===== src/rtl/console_pkg.sv =====
package console_pkg;
  localparam int KEY_N   = 7;
  localparam int K_ADDR  = 0;
  localparam int K_EXTD  = 1;
  localparam int K_CLEAR = 2;
  localparam int K_CONT  = 3;
  localparam int K_EXAM  = 4;
  localparam int K_DEP   = 5;
  localparam int K_HALT  = 6;

  typedef enum logic [2:0] {
    DSP_STATE  = 3'd0,
    DSP_STATUS = 3'd1,
    DSP_AC     = 3'd2,
    DSP_MD     = 3'd3,
    DSP_MQ     = 3'd4,
    DSP_BUS    = 3'd5
  } disp_e;

  typedef struct packed {
    logic       link;
    logic       gt;
    logic       irq;
    logic       int_inh;
    logic       int_en;
    logic       user;
    logic [2:0] ifield;
    logic [2:0] dfield;
  } status_t;
endpackage


===== src/rtl/panel_sync.sv =====
module panel_sync #(
  parameter int W = 1
) (
  input  logic         clk_i,
  input  logic         rst_ni,
  input  logic [W-1:0] d_i,
  output logic [W-1:0] q_o
);
  logic [W-1:0] s1_q, s2_q;
  always_ff @(posedge clk_i or negedge rst_ni) begin
    if (!rst_ni) begin
      s1_q <= '0;
      s2_q <= '0;
    end else begin
      s1_q <= d_i;
      s2_q <= s1_q;
    end
  end
  assign q_o = s2_q;
endmodule


===== src/rtl/panel_key.sv =====
module panel_key #(
  parameter int DEB_CYCLES = 4
) (
  input  logic clk_i,
  input  logic rst_ni,
  input  logic raw_i,
  output logic press_o
);
  localparam int CW = $clog2(DEB_CYCLES + 1);

  logic          lvl;
  logic          db_q;
  logic [CW-1:0] cnt_q;

  panel_sync #(.W(1)) u_sync (
    .clk_i (clk_i),
    .rst_ni(rst_ni),
    .d_i   (raw_i),
    .q_o   (lvl)
  );

  // level must differ from the debounced state for DEB_CYCLES cycles in a row
  always_ff @(posedge clk_i or negedge rst_ni) begin
    if (!rst_ni) begin
      db_q    <= 1'b0;
      cnt_q   <= '0;
      press_o <= 1'b0;
    end else begin
      press_o <= 1'b0;
      if (lvl != db_q) begin
        if (cnt_q == CW'(DEB_CYCLES - 1)) begin
          db_q    <= lvl;
          cnt_q   <= '0;
          press_o <= lvl;
        end else begin
          cnt_q <= cnt_q + 1'b1;
        end
      end else begin
        cnt_q <= '0;
      end
    end
  end
endmodule


===== src/rtl/panel_mem_seq.sv =====
module panel_mem_seq #(
  parameter int WORD_W = 12,
  parameter int ADDR_W = 15
) (
  input  logic              clk_i,
  input  logic              rst_ni,
  input  logic              start_i,
  input  logic              we_i,
  input  logic [ADDR_W-1:0] addr_i,
  input  logic [WORD_W-1:0] wdata_i,
  output logic              busy_o,
  output logic              done_o,
  output logic [WORD_W-1:0] data_o,
  output logic              mem_req_o,
  output logic              mem_we_o,
  output logic [ADDR_W-1:0] mem_addr_o,
  output logic [WORD_W-1:0] mem_wdata_o,
  input  logic [WORD_W-1:0] mem_rdata_i,
  input  logic              mem_ack_i
);
  logic              busy_q, we_q;
  logic [ADDR_W-1:0] addr_q;
  logic [WORD_W-1:0] wdata_q;

  always_ff @(posedge clk_i or negedge rst_ni) begin
    if (!rst_ni) begin
      busy_q  <= 1'b0;
      we_q    <= 1'b0;
      addr_q  <= '0;
      wdata_q <= '0;
      done_o  <= 1'b0;
      data_o  <= '0;
    end else begin
      done_o <= 1'b0;
      if (!busy_q) begin
        if (start_i) begin
          busy_q  <= 1'b1;
          we_q    <= we_i;
          addr_q  <= addr_i;
          wdata_q <= wdata_i;
        end
      end else if (mem_ack_i) begin
        busy_q <= 1'b0;
        done_o <= 1'b1;
        data_o <= we_q ? wdata_q : mem_rdata_i;
      end
    end
  end

  assign busy_o      = busy_q;
  assign mem_req_o   = busy_q;
  assign mem_we_o    = busy_q & we_q;
  assign mem_addr_o  = addr_q;
  assign mem_wdata_o = wdata_q;
endmodule


===== src/rtl/panel_lamp_mux.sv =====
module panel_lamp_mux
  import console_pkg::*;
#(
  parameter int WORD_W = 12
) (
  input  logic [2:0]        sel_i,
  input  logic [WORD_W-1:0] state_i,
  input  logic [WORD_W-1:0] status_i,
  input  logic [WORD_W-1:0] ac_i,
  input  logic [WORD_W-1:0] md_i,
  input  logic [WORD_W-1:0] mq_i,
  input  logic [WORD_W-1:0] bus_i,
  output logic [WORD_W-1:0] lamp_o
);
  always_comb begin
    case (sel_i)
      DSP_STATE:  lamp_o = state_i;
      DSP_STATUS: lamp_o = status_i;
      DSP_AC:     lamp_o = ac_i;
      DSP_MD:     lamp_o = md_i;
      DSP_MQ:     lamp_o = mq_i;
      DSP_BUS:    lamp_o = bus_i;
      default:    lamp_o = '0;
    endcase
  end
endmodule


===== src/rtl/console_panel.sv =====
module console_panel
  import console_pkg::*;
#(
  parameter int WORD_W     = 12,
  parameter int FIELD_W    = 3,
  parameter int DEB_CYCLES = 4,
  localparam int ADDR_W    = FIELD_W + WORD_W
) (
  input  logic              clk_i,
  input  logic              rst_ni,
  input  logic [WORD_W-1:0] sw_i,
  input  logic [KEY_N-1:0]  key_i,
  input  logic              sstep_i,
  input  logic              lock_i,
  input  logic [2:0]        disp_sel_i,
  output logic              mem_req_o,
  output logic              mem_we_o,
  output logic [ADDR_W-1:0] mem_addr_o,
  output logic [WORD_W-1:0] mem_wdata_o,
  input  logic [WORD_W-1:0] mem_rdata_i,
  input  logic              mem_ack_i,
  output logic              cpu_run_o,
  output logic              cpu_start_o,
  output logic [WORD_W-1:0] cpu_pc_o,
  output logic              cpu_init_o,
  input  logic              cpu_instr_done_i,
  input  logic [WORD_W-1:0] cpu_state_i,
  input  logic              cpu_link_i,
  input  logic              cpu_gt_i,
  input  logic              cpu_irq_i,
  input  logic              cpu_int_inh_i,
  input  logic              cpu_int_en_i,
  input  logic              cpu_user_i,
  input  logic [WORD_W-1:0] cpu_ac_i,
  input  logic [WORD_W-1:0] cpu_mq_i,
  input  logic [WORD_W-1:0] cpu_bus_i,
  output logic [WORD_W-1:0] data_lamp_o,
  output logic [WORD_W-1:0] addr_lamp_o,
  output logic [FIELD_W-1:0] ema_lamp_o,
  output logic              run_lamp_o
);
  logic [KEY_N-1:0]   press;
  logic [1:0]         lvl;
  logic               sstep_s, lock_s;
  logic [WORD_W-1:0]  cma_q, md_q;
  logic [FIELD_W-1:0] if_q, df_q;
  logic               run_q, step_q, halt_pend_q, start_q, init_q;
  logic               seq_busy, seq_done;
  logic [WORD_W-1:0]  seq_data;
  logic               idle, addr_go, extd_go, exam_go, dep_go, cont_go, halt_go, clear_go;
  status_t            status;

  for (genvar k = 0; k < KEY_N; k++) begin : g_key
    panel_key #(.DEB_CYCLES(DEB_CYCLES)) u_key (
      .clk_i  (clk_i),
      .rst_ni (rst_ni),
      .raw_i  (key_i[k]),
      .press_o(press[k])
    );
  end

  panel_sync #(.W(2)) u_lvl_sync (
    .clk_i (clk_i),
    .rst_ni(rst_ni),
    .d_i   ({sstep_i, lock_i}),
    .q_o   (lvl)
  );
  assign sstep_s = lvl[1];
  assign lock_s  = lvl[0];

  // halted, unlocked and no memory cycle in flight or retiring
  assign idle     = !lock_s && !run_q && !seq_busy && !seq_done;
  assign addr_go  = press[K_ADDR] && idle;
  assign extd_go  = press[K_EXTD] && idle;
  assign exam_go  = press[K_EXAM] && idle;
  assign dep_go   = press[K_DEP]  && idle;
  assign cont_go  = press[K_CONT] && idle;
  assign halt_go  = press[K_HALT] && !lock_s && run_q;
  assign clear_go = press[K_CLEAR] && !lock_s;

  panel_mem_seq #(.WORD_W(WORD_W), .ADDR_W(ADDR_W)) u_seq (
    .clk_i      (clk_i),
    .rst_ni     (rst_ni),
    .start_i    (exam_go || dep_go),
    .we_i       (dep_go),
    .addr_i     ({if_q, cma_q}),
    .wdata_i    (sw_i),
    .busy_o     (seq_busy),
    .done_o     (seq_done),
    .data_o     (seq_data),
    .mem_req_o  (mem_req_o),
    .mem_we_o   (mem_we_o),
    .mem_addr_o (mem_addr_o),
    .mem_wdata_o(mem_wdata_o),
    .mem_rdata_i(mem_rdata_i),
    .mem_ack_i  (mem_ack_i)
  );

  always_ff @(posedge clk_i or negedge rst_ni) begin
    if (!rst_ni) begin
      cma_q <= '0;
      md_q  <= '0;
      if_q  <= '0;
      df_q  <= '0;
    end else begin
      if (addr_go) cma_q <= sw_i;
      else if (seq_done) begin
        cma_q <= cma_q + 1'b1;
        md_q  <= seq_data;
      end
      if (extd_go) begin
        if_q <= sw_i[2*FIELD_W-1:FIELD_W];
        df_q <= sw_i[FIELD_W-1:0];
      end
    end
  end

  always_ff @(posedge clk_i or negedge rst_ni) begin
    if (!rst_ni) begin
      run_q       <= 1'b0;
      step_q      <= 1'b0;
      halt_pend_q <= 1'b0;
      start_q     <= 1'b0;
      init_q      <= 1'b0;
    end else begin
      start_q <= cont_go;
      init_q  <= clear_go;
      if (cont_go) begin
        run_q  <= 1'b1;
        step_q <= sstep_s;
      end else if (run_q && cpu_instr_done_i && (halt_pend_q || step_q || sstep_s)) begin
        run_q       <= 1'b0;
        step_q      <= 1'b0;
        halt_pend_q <= 1'b0;
      end else if (halt_go) begin
        halt_pend_q <= 1'b1;
      end
    end
  end

  assign cpu_run_o   = run_q;
  assign cpu_start_o = start_q;
  assign cpu_pc_o    = cma_q;
  assign cpu_init_o  = init_q;

  always_comb begin
    status.link    = cpu_link_i;
    status.gt      = cpu_gt_i;
    status.irq     = cpu_irq_i;
    status.int_inh = cpu_int_inh_i;
    status.int_en  = cpu_int_en_i;
    status.user    = cpu_user_i;
    status.ifield  = if_q;
    status.dfield  = df_q;
  end

  panel_lamp_mux #(.WORD_W(WORD_W)) u_mux (
    .sel_i   (disp_sel_i),
    .state_i (cpu_state_i),
    .status_i(WORD_W'(status)),
    .ac_i    (cpu_ac_i),
    .md_i    (md_q),
    .mq_i    (cpu_mq_i),
    .bus_i   (cpu_bus_i),
    .lamp_o  (data_lamp_o)
  );

  assign addr_lamp_o = cma_q;
  assign ema_lamp_o  = if_q;
  assign run_lamp_o  = run_q;
endmodule


===== config.mk =====
export PLATFORM = sky130hd
export DESIGN_NAME = console_panel
export DESIGN_NICKNAME = d
export VERILOG_FILES = /design/src/rtl/console_pkg.sv /design/src/rtl/panel_sync.sv /design/src/rtl/panel_key.sv /design/src/rtl/panel_mem_seq.sv /design/src/rtl/panel_lamp_mux.sv /design/src/rtl/console_panel.sv
export SDC_FILE = /design/constraint.sdc
export NUM_CORES = 1
export LEC_CHECK = 0
export BUFFER_PORTS_ARGS = -buffer_cell sky130_fd_sc_hd__clkbuf_2
export CAP_MARGIN = 20
export CORE_ASPECT_RATIO = 1.4
export CORE_MARGIN = 4
export CORE_UTILIZATION = 45
export CTS_CLUSTER_SIZE = 16
export DETAILED_ROUTE_END_ITERATION = 6
export PLACE_DENSITY_LB_ADDON = 0.2
export SETUP_SLACK_MARGIN = 0.02
export SYNTH_ARGS = -nofsm -noshare
export SYNTH_HDL_FRONTEND = slang
export SYNTH_HIERARCHICAL = 1
export SYNTH_SLANG_ARGS = --single-unit

===== constraint.sdc =====
create_clock -name clk_i -period 5.7 [get_ports clk_i]
set_input_delay 0.285 -clock clk_i [delete_from_list [all_inputs] [get_ports clk_i]]
set_output_delay 0.285 -clock clk_i [all_outputs]
set_load 0.1 [all_outputs]

* Word level (Yosys, flattened, before mapping)
Index checks and enable logic that the tools add are counted.
** Storage, ports and cells
- Flip-flop bits (word level) :: 130
- Latch bits :: 0
- Memory bits (writable) :: 0
- ROM bits :: 0
- Input bits :: 94
- Output and inout port bits :: 72
- Logic and storage cells :: 160
- Memories kept :: 0
** Operators by class
- Add/subtract/negate cells :: 8
- Multipliers :: 0
- Divide/modulo/power cells :: 0
- Order comparisons :: 0
- Equality and inequality tests :: 19
- Shifts and indexed selects :: 0
- Muxes and demuxes :: 42
- Bitwise operators :: 4
- Reductions and logical operators :: 35
** Operators by type and width (count)
- $pmux 12 s6 :: 1
- $mux 3 :: 14
- $mux 12 :: 3
- $eq 3x2->1 const B :: 9
- $mux 1 :: 24
- $reduce_and 2->1 :: 11
- $add 3x1->3 const B :: 7
- $logic_and 1x1->1 :: 13
- $add 12x1->12 const B :: 1
- $ne 1x1->1 :: 7
- $eq 3x3->1 const B :: 2
- $reduce_bool 2->1 :: 3
- $logic_not 1->1 :: 4
- $eq 3x1->1 const B :: 1
- $logic_not 3->1 :: 1
- $logic_or 1x1->1 :: 3
- $not 1->1 :: 3
- $and 1x1->1 :: 1

* Logic depth before layout (Yosys ltp)
Gate-level depths: netlist of the first run.
- Word-level depth :: 8
- Gate-level depth with buffers :: 6
- Mapped depth without buffers :: 5

* Modules after synthesis
Netlist of the first run, hierarchy kept.
** By module, submodules not included
- panel_mem_seq :: times used 1, cells an instance 120, area an instance 1727.9 sq um, sequential area each 1051.0 sq um
- console_panel :: times used 1, cells an instance 146, area an instance 1681.6 sq um, sequential area each 875.8 sq um
- panel_key :: times used 7, cells an instance 13, area an instance 206.4 sq um, sequential area each 125.1 sq um
- panel_lamp_mux :: times used 1, cells an instance 81, area an instance 650.6 sq um, sequential area each 0.0 sq um
- panel_sync (g_key[0].u_key.u_sync ...) :: times used 7, cells an instance 2, area an instance 50.0 sq um, sequential area each 50.0 sq um
- panel_sync (u_lvl_sync) :: times used 1, cells an instance 4, area an instance 100.1 sq um, sequential area each 100.1 sq um

* Least setup slack after synthesis of the first run
No wires, ideal clock.
- Path kind :: register to output
- From :: register if_q[0] (netlist: ema_lamp_o[0])
- To :: output data_lamp_o[3]
- Data arrival time :: 2853 ps
- Data required time :: 5415 ps
- Setup slack :: 2562 ps
- Stages on the path, launching flop included :: 4
- Buffers on the path :: 0
- Cells stage by stage :: dfrtp_1 > mux2i_1 > o21a_1 > o221ai_1
** On the way
- Longest elaborated chain between the ends :: 1
** RTL lines
- start, declared :: line console_panel.sv:46 : logic [FIELD_W-1:0] if_q, df_q;
- start signal, assigned :: line console_panel.sv:112 : if_q <= sw_i[2*FIELD_W-1:FIELD_W];
- $pmux 12 s6 :: line panel_lamp_mux.sv:16 : case (sel_i)
- end, declared :: line console_panel.sv:37 : output logic [WORD_W-1:0] data_lamp_o,
No other way between the ends.

* Final worst setup path of the first run
- From :: register u_seq.done_o
- To :: register u_seq.we_q
** On the way
- Longest elaborated chain between the ends :: 5
- Elaborated cells between the ends (all ways) :: 6
- Those cells by class :: reduce/logical: 6
** RTL lines
- start, declared :: line panel_mem_seq.sv:12 : output logic done_o,
- start signal, assigned :: line panel_mem_seq.sv:31 : done_o <= 1'b0;
- start signal, assigned :: line panel_mem_seq.sv:34 : done_o <= 1'b0;
- start signal, assigned :: line panel_mem_seq.sv:44 : done_o <= 1'b1;
- $logic_not 1->1 * :: line console_panel.sv:72 : assign idle = !lock_s && !run_q && !seq_busy && !seq_done;
- $logic_and 1x1->1 * :: line console_panel.sv:72
- $logic_and 1x1->1 (on tied branches) :: line console_panel.sv:75, console_panel.sv:76
- $logic_or 1x1->1 :: line console_panel.sv:84 : .start_i (exam_go || dep_go),
- $reduce_and 2->1 (no source line)
- end signal, assigned :: line panel_mem_seq.sv:38 : we_q <= we_i;
- end, declared :: line panel_mem_seq.sv:21 : logic busy_q, we_q;
Mark *: on every way between the ends. The rest lies on a longest branch, timed or not.
A chain may end at the register's enable or synchronous reset.

==> results of run 1 <==
## stage by stage
| step | instance area [um^2] | hold WS (ns) | total power [mW] | std cells | setup WS, ns |
|---|---|---|---|---|---|
| 2_1_floorplan | 5960 | -0.0106 | 3.49 | 456 | 2.56 |
| 3_3_place_gp | 6760 | 0.258 | 3.83 | 765 | 3.09 |
| 3_5_place_dp | 6760 | 0.268 | 3.88 | 765 | 2.98 |
| 4_1_cts | 7480 | 0.123 | 5.03 | 805 | 2.97 |
| 5_1_grt | 7480 | 0.143 | 5.21 | 805 | 2.83 |
| 6_report | 7480 | 0.141 | 4.99 | 805 | 3.00 |
## metal layers
metal  GRT usage (%)  vias to the layer above
met5               0                        -
met4            6.70                        0
met3            4.96                       15
met2            35.2                      147
met1            21.2                     2059
li1                -                     1956
## power groups by stage
| stage | Sequential (mW) | Clock, mW | Combinational (mW) |
|---|---|---|---|
| finish | 1.53 | 1.13 | 2.33 |
| global placement | 1.53 | 0 | 2.30 |
| floorplan | 2.48 | 0 | 1.01 |
| CTS | 1.53 | 1.15 | 2.35 |
| global route | 1.58 | 1.19 | 2.43 |
| detailed placement | 1.55 | 0 | 2.34 |
## area by class of cell
| cell class | count | area, um^2 | area share (%) |
|---|---|---|---|
| multi-input combinational | 287 | 2430 | 32.5 |
| clock buffer | 20 | 457 | 6.11 |
| timing repair buffer | 176 | 940 | 12.6 |
| clock inverter | 10 | 159 | 2.12 |
| tap | 178 | 223 | 2.98 |
| inverter | 4 | 15.0 | 0.201 |
| sequential | 130 | 3250 | 43.5 |
## cells by family after synthesis
family,count (synthesis)
XOR/XNOR,11
flip-flops,130
AND/OR/NAND/NOR,101
AO/OA/AOI/OAI,72
adder cells (fa/ha/maj),8
buffers and inverters,39
multiplexers,95
## how the worst min path moves through the flow
| stage | from | to | slack [ns] |
|---|---|---|---|
| after floorplan | rst_ni | addr_lamp_o[0] | -0.01 |
| after global placement | rst_ni | g_key[4].u_key/u_sync/q_o | 0.26 |
| after detailed placement | rst_ni | g_key[4].u_key/db_q | 0.27 |
| after CTS | sw_i[0] | addr_lamp_o[0] | 0.12 |
| after global routing | sw_i[0] | addr_lamp_o[0] | 0.14 |
| final | sw_i[2] | addr_lamp_o[2] | 0.14 |
## cells in the final DEF (no fill, tap or decap), drive strengths merged, types with 3 or more instances in the layout
master,instances
or3,5
clkinv,4
o311ai,4
a21o,3
and3b,7
nor3b,15
nand3,9
o221ai,9
mux2i,39
and2,6
a21oi,26
xnor2,9
dlygate4sd3,10
nor3,8
a31oi,3
o21a,5
mux2,56
dfrtp,130
clkbuf,184
nor2b,10
inv,4
bufinv,4
o211ai,4
ha,8
o21ai,10
nand2,28
## sequential cells by signal (all words and copies together) (netlist names)
| name | cells |
|---|---|
| addr_lamp_o | 12 |
| cpu_init_o | 1 |
| cpu_run_o | 1 |
| cpu_start_o | 1 |
| df_q | 3 |
| ema_lamp_o | 3 |
| g_key.u_key/cnt_q | 21 |
| g_key.u_key/db_q | 7 |
| g_key.u_key/press_o | 7 |
| g_key.u_key/u_sync/q_o | 7 |
| g_key.u_key/u_sync/s1_q | 7 |
| halt_pend_q | 1 |
| md_q | 12 |
| step_q | 1 |
| u_lvl_sync/q_o | 2 |
| u_lvl_sync/s1_q | 2 |
| u_seq/busy_o | 1 |
| u_seq/data_o | 12 |
| u_seq/done_o | 1 |
| u_seq/mem_addr_o | 15 |
| u_seq/mem_wdata_o | 12 |
| u_seq/we_q | 1 |
## critical path: stages (launching register included)
cell     delay [ns]
dfrtp_1        0.72
nor4_4         0.44
o21a_1         0.19
nor2b_4        0.80
mux2_2         0.43
==> out/metrics.yaml, run 1 <==
period_share_pct: 47.4
synth-xor-area-share_pct: 1.62
p_comb_share_pct: 46.8
finClkSkew_ns: 0.0116
insertion_delay_ns: 0.41
clock-sinks: 130
netlist-cell-type-count: 50
met3_length_um: 773
worst-slew-pin-transition_ns: 1.06
internal-power_mw: 2.49
crit_start: "u_seq/done_o"
ant_nets: 0
holdPathStages: 3
cts-root-buf: "clkbuf_16"
grt_max_degree: 81
grt_overflow: 0
postCtsSetupRepairBufs: 0
core_area_mm2: 0.0129
post_drt_wl_per_cell_um: 17.4
p_sw_mw: 2.49
synth_area_mm2: 0.00596
synth-simple-area-share_pct: 11.6
gp_congestion: 0.834
setup_viol: 0
ys.warnings.count: 6
nNetsFinal: 718
viasPerCell: 5.19
leakagePower_nw: 3.60
relSlewSlack_pct: 29.6
reg2reg_depth: 4
utilization_pct: 57.8
arrival_ns: 2.98
cts.path.max_buffers: 2
seq_power_share_pct: 30.6
synth.avg_cell_area_um2: 13.1
cts-buffers-inserted: 17
synth_common_cells: "dfrtp_1, mux2_2, mux2i_1"
boundaryPins: 166
yosysTopAreaCell: "dfrtp_1"
r2r_setup_slack_ns: 3.00
met1Wirelength_um: 5520
grt_pass1_vias: 4394
ys_async_sr_fraction_pct: 100
rsz0062_at_grt: "false"
powerDensity_mw_per_mm2: 667
yosys-top-cells-area: "dfrtp_1, mux2_2, mux2i_1"
yosysMostFrequentCell: "dfrtp_1"
critPathMaxFanout: 29
maxCapViolations: 0
muxShareOfSynthArea_pct: 17.8
synth_compound_area_share_pct: 8.03
synth_nets: 558
synth_ff_type: "dfrtp_1"
highest_layer: "met4"
clkTransAtPathRegs_ns: 0.06
rows: 49
crit_path_end: "u_seq/we_q"
wl_met2_um: 7510
area_growth_pct: 25.6
criticalPathCategory: "register to register"
clkPwrFrac_pct: 22.6
hp-class: "input pin to register"
die_area_mm2: 0.0152
synth_top_family_by_area: "multiplexers"
finalSetupTns_ns: 0
synth_edf_count: 0
yosysSeqAreaShare_pct: 54.6
critPathLaunchType: "register"
drv_slew: 0
drt_iter0_markers: 234
cts.htree.levels: 4
drive_gt1_share_pct: 44.5
wirelength_um: 14000
port_buffers: 165
worstPathRequired_ns: 5.98
ys_ff_latch: 130
final-hold-violation-count: 0
synthCells: 456
hpwl_um: 10400
cts_resized: 0
clock.fmax_mhz: 370
swShare_pct: 50.0
hold_buffers: 10
peakVddDrop_mv: 0.613
grt_usage_pct: 19.1
vias: 4177
antenna-diode-count: 0
die_h_um: 144
grt_pass1_wl_um: 22500
status: "finished, final reports clean"
end_kind: "register"
r2r_start: "u_seq/done_o"
synth_top_area_share_pct: 54.6
grt_antenna_before_repair: 0
die_w_um: 105
tritoncts: "built"
initial_utilization_pct: 46.0
timing.rr.end: "u_seq/we_q"
drc_errors: 0
drt_first_pass_iters: 5
period_minus_slack_ns: 2.70
final.fill_count: 1069
synth_fa_ha_area_share_pct: 1.68
Note: power is estimated with default switching activity, not from simulation.
==> run 2: changes to the inputs <==
==> constraint.sdc (replaced) <==
create_clock -name clk_i -period 2.6 [get_ports clk_i]
set_input_delay 0.13 -clock clk_i [delete_from_list [all_inputs] [get_ports clk_i]]
set_output_delay 0.13 -clock clk_i [all_outputs]
set_load 0.1 [all_outputs]
==> run 2 against run 1 <==
Net effect:
- first-iteration DRC count shrank 11%
- sequential power grew 120%
- sequential share of layout area shrank 0.84 points
- combinational power grew 120%
- clock power grew 120%
- critical path type is now register to primary output
==> out/metrics.yaml, run 2 (synthesized netlist as in run 1, its figures left out) <==
status: "finished, final reports clean"
powerDensity_mw_per_mm2: 1430
largest_reg_flops: 21
r2r_setup_slack_ns: 0.61
insertion_delay_ns: 0.41
clock.fmax_mhz: 500
leakagePower_nw: 3.66
clock-sinks: 130
grt_pass1_vias: 4333
min_to: "addr_lamp_o[0]"
tritoncts: "built"
period_share_pct: 76.9
drt_first_pass_iters: 6
drv_slew: 0
drive_gt1_share_pct: 45.1
cts-buffers-inserted: 17
core_area_mm2: 0.0129
final_cell_mix: "clkbuf_2, dfrtp_1, mux2_2"
place_worst_setup_slack_ns: 0.586
worstPathRequired_ns: 2.47
timing.rr.end: "u_seq/mem_wdata_o[10]"
r2r_start: "cpu_run_o"
rsz0062_at_grt: "false"
critPathMaxFanout: 4
final-hold-violation-count: 0
gp_congestion: 0.829
holdPathStages: 3
rows: 49
grt_overflow: 0
finClkSkew_ns: 0.0109
end_kind: "primary output"
cts.htree.levels: 4
post_drt_wl_per_cell_um: 16.9
area_growth_pct: 28.1
reg2reg_depth: 5
grt_pass1_wl_um: 22600
initial_utilization_pct: 46.0
criticalPathCategory: "register to primary output"
setup_viol: 0
grt_max_degree: 70
worst-slew-pin-transition_ns: 0.624
peakVddDrop_mv: 1.15
finalSetupTns_ns: 0
grt_usage_pct: 18.9
setup_ws_ns: 0.600
port_buffers: 165
mostFrequentLayoutCell: "clkbuf_2"
instances_no_fill: 819
top_register: "g_key.u_key/cnt_q"
grt_antenna_before_repair: 0
ant_nets: 0
period_minus_slack_ns: 2.00
die_h_um: 144
drc_errors: 0
place_inst: 771
viasPerCell: 5.20
vias: 4258
maxCapViolations: 0
relSlewSlack_pct: 58.4
nNetsFinal: 730
die_w_um: 105
cts-root-buf: "clkbuf_16"
antenna-diode-count: 0
arrival_ns: 1.87
hpwl_um: 10500
cts.path.max_buffers: 2
wirelength_um: 13900
hp-class: "input pin to register"
boundaryPins: 166
die_area_mm2: 0.0152
drt_iter0_markers: 208
hp-start: "sw_i[0]"
critPathLaunchType: "register"
clkTransAtPathRegs_ns: 0.06
-- run 2: changes by cell type in the layout (fill, tap and decap cells not counted), sizes merged --
cell / delta
buf: +6
bufinv: -1
clkbuf: -2
clkinvlp: +1
dlygate4sd3: +6
inv: +4
-- run 2: how the worst max path moves through the flow --
| stage | depth (start not counted) | from | slack [ns] | to |
|---|---|---|---|---|
| 6_report | 4 | ema_lamp_o[2] | 0.60 | data_lamp_o[5] |
| 5_1_grt | 5 | cpu_run_o | 0.46 | u_seq/mem_wdata_o[9] |
| 4_1_cts | 5 | cpu_run_o | 0.58 | u_seq/mem_wdata_o[10] |
| 3_5_place_dp | 5 | cpu_run_o | 0.59 | u_seq/mem_addr_o[14] |
| 3_3_place_gp | 5 | cpu_run_o | 0.62 | u_seq/mem_wdata_o[3] |
| 2_1_floorplan | 6 | cpu_run_o | 0.24 | u_seq/mem_addr_o[10] |
-- run 2: metal layers --
metal	vias up	global-route usage (%)	routed length (um)
li1	1985	-	-
met4	0	5.94	127
met3	13	4.60	781
met1	2119	21.8	5430
met5	-	0	0
met2	141	34.5	7520
-- run 2: cell type report --
type / count / area, um^2
fill: 1105 / 5310
sequential: 130 / 3250
multi-input combinational: 287 / 2450
timing repair buffer: 188 / 1080
clock buffer: 18 / 429
tap: 178 / 223
clock inverter: 14 / 179
inverter: 4 / 15.0
-- run 2: power by group --
group	leakage (nW)	switching, mW	internal (mW)	total, mW
combinational	1.74	4.02	1.13	5.16
clock	0.288	0.909	1.52	2.43
sequential	1.63	0.594	2.71	3.30
total	3.66	5.52	5.36	10.9
-- run 2: critical path, cell delays in order (launching register included) --
cell and delay (ns):
dfrtp_1 0.46, mux2i_1 0.11, or3_1 0.32, o221ai_1 0.08
clkbuf_2 0.49
-- run 2: repair_timing --
| action | 4_1_cts | 5_1_grt |
|---|---|---|
| buffers inserted | 0 | 0 |
| gates resized for setup | 0 | 0 |
| endpoints found under the hold margin | 85 | 0 |
| hold buffers | 16 | 0 |
-- run 2: per-stage QoR --
stage,hold WS (ns),utilization [%],area (um^2),power [mW]
6_report,0.00935,59.0,7630,10.9
5_1_grt,0.00819,59.0,7630,11.4
4_1_cts,0.000162,59.0,7630,11.0
3_5_place_dp,0.173,53.0,6860,8.51
3_3_place_gp,0.158,53.0,6860,8.41
2_1_floorplan,-0.166,-,5970,7.66
==> run 3: changes to the inputs <==
==> constraint.sdc (replaced) <==
create_clock -name clk_i -period 1.7 [get_ports clk_i]
set_input_delay 0.085 -clock clk_i [delete_from_list [all_inputs] [get_ports clk_i]]
set_output_delay 0.085 -clock clk_i [all_outputs]
set_load 0.1 [all_outputs]
==> run 3 against run 2 <==
Net effect:
- the run now ends with setup timing left
- wire length rose by 9.0%
- die area did not move
- core utilization rose by 5.2 points
- worst setup slack got worse by 0.64 ns
- register-to-register slack got worse by 0.65 ns
==> out/metrics.yaml, run 3 (synthesized netlist as in run 1, its figures left out) <==
final-hold-violation-count: 0
initial_utilization_pct: 46.0
cts.path.max_buffers: 2
grt_pass1_wl_um: 24000
period_minus_slack_ns: 1.74
core_area_mm2: 0.0129
tritoncts: "built"
finClkSkew_ns: 0.0192
drt_first_pass_iters: 4
grt_antenna_before_repair: 0
seq_power_share_pct: 30.0
clock.fmax_mhz: 574
hp-class: "input pin to register"
internal-power_mw: 8.48
multiInputGateArea_mm2: 0.00259
violations: "setup timing"
insertion_delay_ns: 0.42
drv_slew: 0
arrival_ns: 2.03
die_area_mm2: 0.0152
critPathMaxFanout: 18
maxCapViolations: 0
wirelength_um: 15100
crit_start: "u_lvl_sync/q_o[0]"
cts.htree.levels: 4
clkPwrFrac_pct: 20.9
hp-start: "mem_rdata_i[5]"
timing.rr.end: "u_seq/mem_addr_o[7]"
grt_overflow: 0
vias: 4368
placed_area_mm2: 0.00732
die_h_um: 144
mostFrequentLayoutCell: "clkbuf_2"
largest_reg_flops: 21
area_growth_pct: 39.3
relSlewSlack_pct: 61.5
stdcell_area_mm2: 0.00830
powerDensity_mw_per_mm2: 2070
hpwl_um: 11100
nNetsFinal: 762
ant_nets: 0
drive_gt1_share_pct: 48.1
reg2reg_depth: 5
p_comb_share_pct: 49.1
setup_viol: 18
final.fill_count: 1007
status: "finished, violations left"
rsz0062_at_grt: "true"
criticalPathCategory: "register to register"
seqCellArea_mm2: 0.00328
r2r_setup_slack_ns: -0.04
cts-buffers-inserted: 17
period_share_pct: 103
setup_ws_ns: -0.0426
drc_errors: 0
boundaryPins: 166
peakVddDrop_mv: 1.84
rows: 49
drt_iter0_markers: 211
die_w_um: 105
worst-slew-pin-transition_ns: 0.580
top_register: "g_key.u_key/cnt_q"
final_cell_mix: "clkbuf_2, dfrtp_1, mux2i_1"
end_kind: "register"
place_worst_setup_slack_ns: -0.0162
grt_usage_pct: 20.1
critPathLaunchType: "register"
post_drt_wl_per_cell_um: 17.7
cts-root-buf: "clkbuf_16"
grt_pass1_vias: 4668
crit_path_end: "u_seq/mem_addr_o[7]"
swShare_pct: 50.6
leakagePower_nw: 3.91
p_sw_mw: 8.67
worstPathRequired_ns: 1.99
r2r_start: "u_lvl_sync/q_o[0]"
port_buffers: 165
grt_max_degree: 59
clock-sinks: 130
clkTransAtPathRegs_ns: 0.06
viasPerCell: 5.13
fin_total_pwr_mw: 17.2
gp_congestion: 0.808
[run 3: cell count changes in the layout (fill, tap and decap cells not counted), sizes merged]
cell | before | now
clkinv | 4 | 6
dlygate4sd3 | 16 | 34
clkbuf | 182 | 168
diode | 0 | 1
bufinv | 3 | 2
clkinvlp | 3 | 2
buf | 8 | 36
[run 3: power groups by stage]
stage | Clock (mW) | Sequential [mW] | Combinational [mW]
finish | 3.58 | 5.14 | 8.43
global route | 3.77 | 5.29 | 8.78
floorplan | 0 | 8.39 | 3.54
global placement | 0 | 5.14 | 8.18
detailed placement | 0 | 5.18 | 8.33
CTS | 3.64 | 5.15 | 8.43
[run 3: per-stage QoR]
step	cells	util (%)	hold slack [ns]	TNS (ns)
after global routing	851	64.1	0.00407	-1.94
after detailed placement	784	56.6	0.108	-0.0343
final	852	64.1	0.0136	-0.462
after CTS	850	63.9	0.00918	-0.182
after floorplan	456	-	-0.211	-7.58
after global placement	784	56.6	0.0984	0
[run 3: worst max-delay path, stage by stage (launching register included)]
cell	delay, ns
dfrtp_1	0.40
nor4_4	0.31
o21a_1	0.17
nor2b_4	0.20
buf_12	0.21
mux2_4	0.32
[run 3: how the worst min path moves through the flow]
stage | to | slack, ns | depth (start not counted)
floorplan | addr_lamp_o[10] | -0.21 | 0
global placement | g_key[0].u_key/cnt_q[2] | 0.1 | 1
detailed placement | g_key[0].u_key/db_q | 0.11 | 1
CTS | u_seq/data_o[5] | 0.009 | 3
global route | u_seq/data_o[5] | 0.004 | 3
finish | u_seq/data_o[5] | 0.01 | 3
[run 3: layout make-up]
class,count,area share [%]
flip-flops and latches,130,39.5
multi-input cells,287,31.2
repair buffers,220,19.3
clock buffers,18,5.17
well taps,178,2.68
clock inverters,14,1.87
inverters,4,0.181
diodes,1,0.0302
[run 3: per-layer routing]
metal / up-vias / share of wire (%) / GRT usage [%]
met3: 24 / 5.3 / 4.96
met4: 0 / 2.3 / 7.95
li1: 2050 / - / -
met1: 2156 / 39 / 22.5
met5: - / 0 / 0
met2: 138 / 54 / 36.8
[run 3: repair_timing]
item / CTS / global route
hold endpoints to repair: 104 / 0
setup buffers: 0 / 1
gates cloned: 0 / 0
resized for setup: 3 / 8
hold buffers: 34 / 0
pin swaps: 0 / 1
setup endpoints to repair: 28 / 33
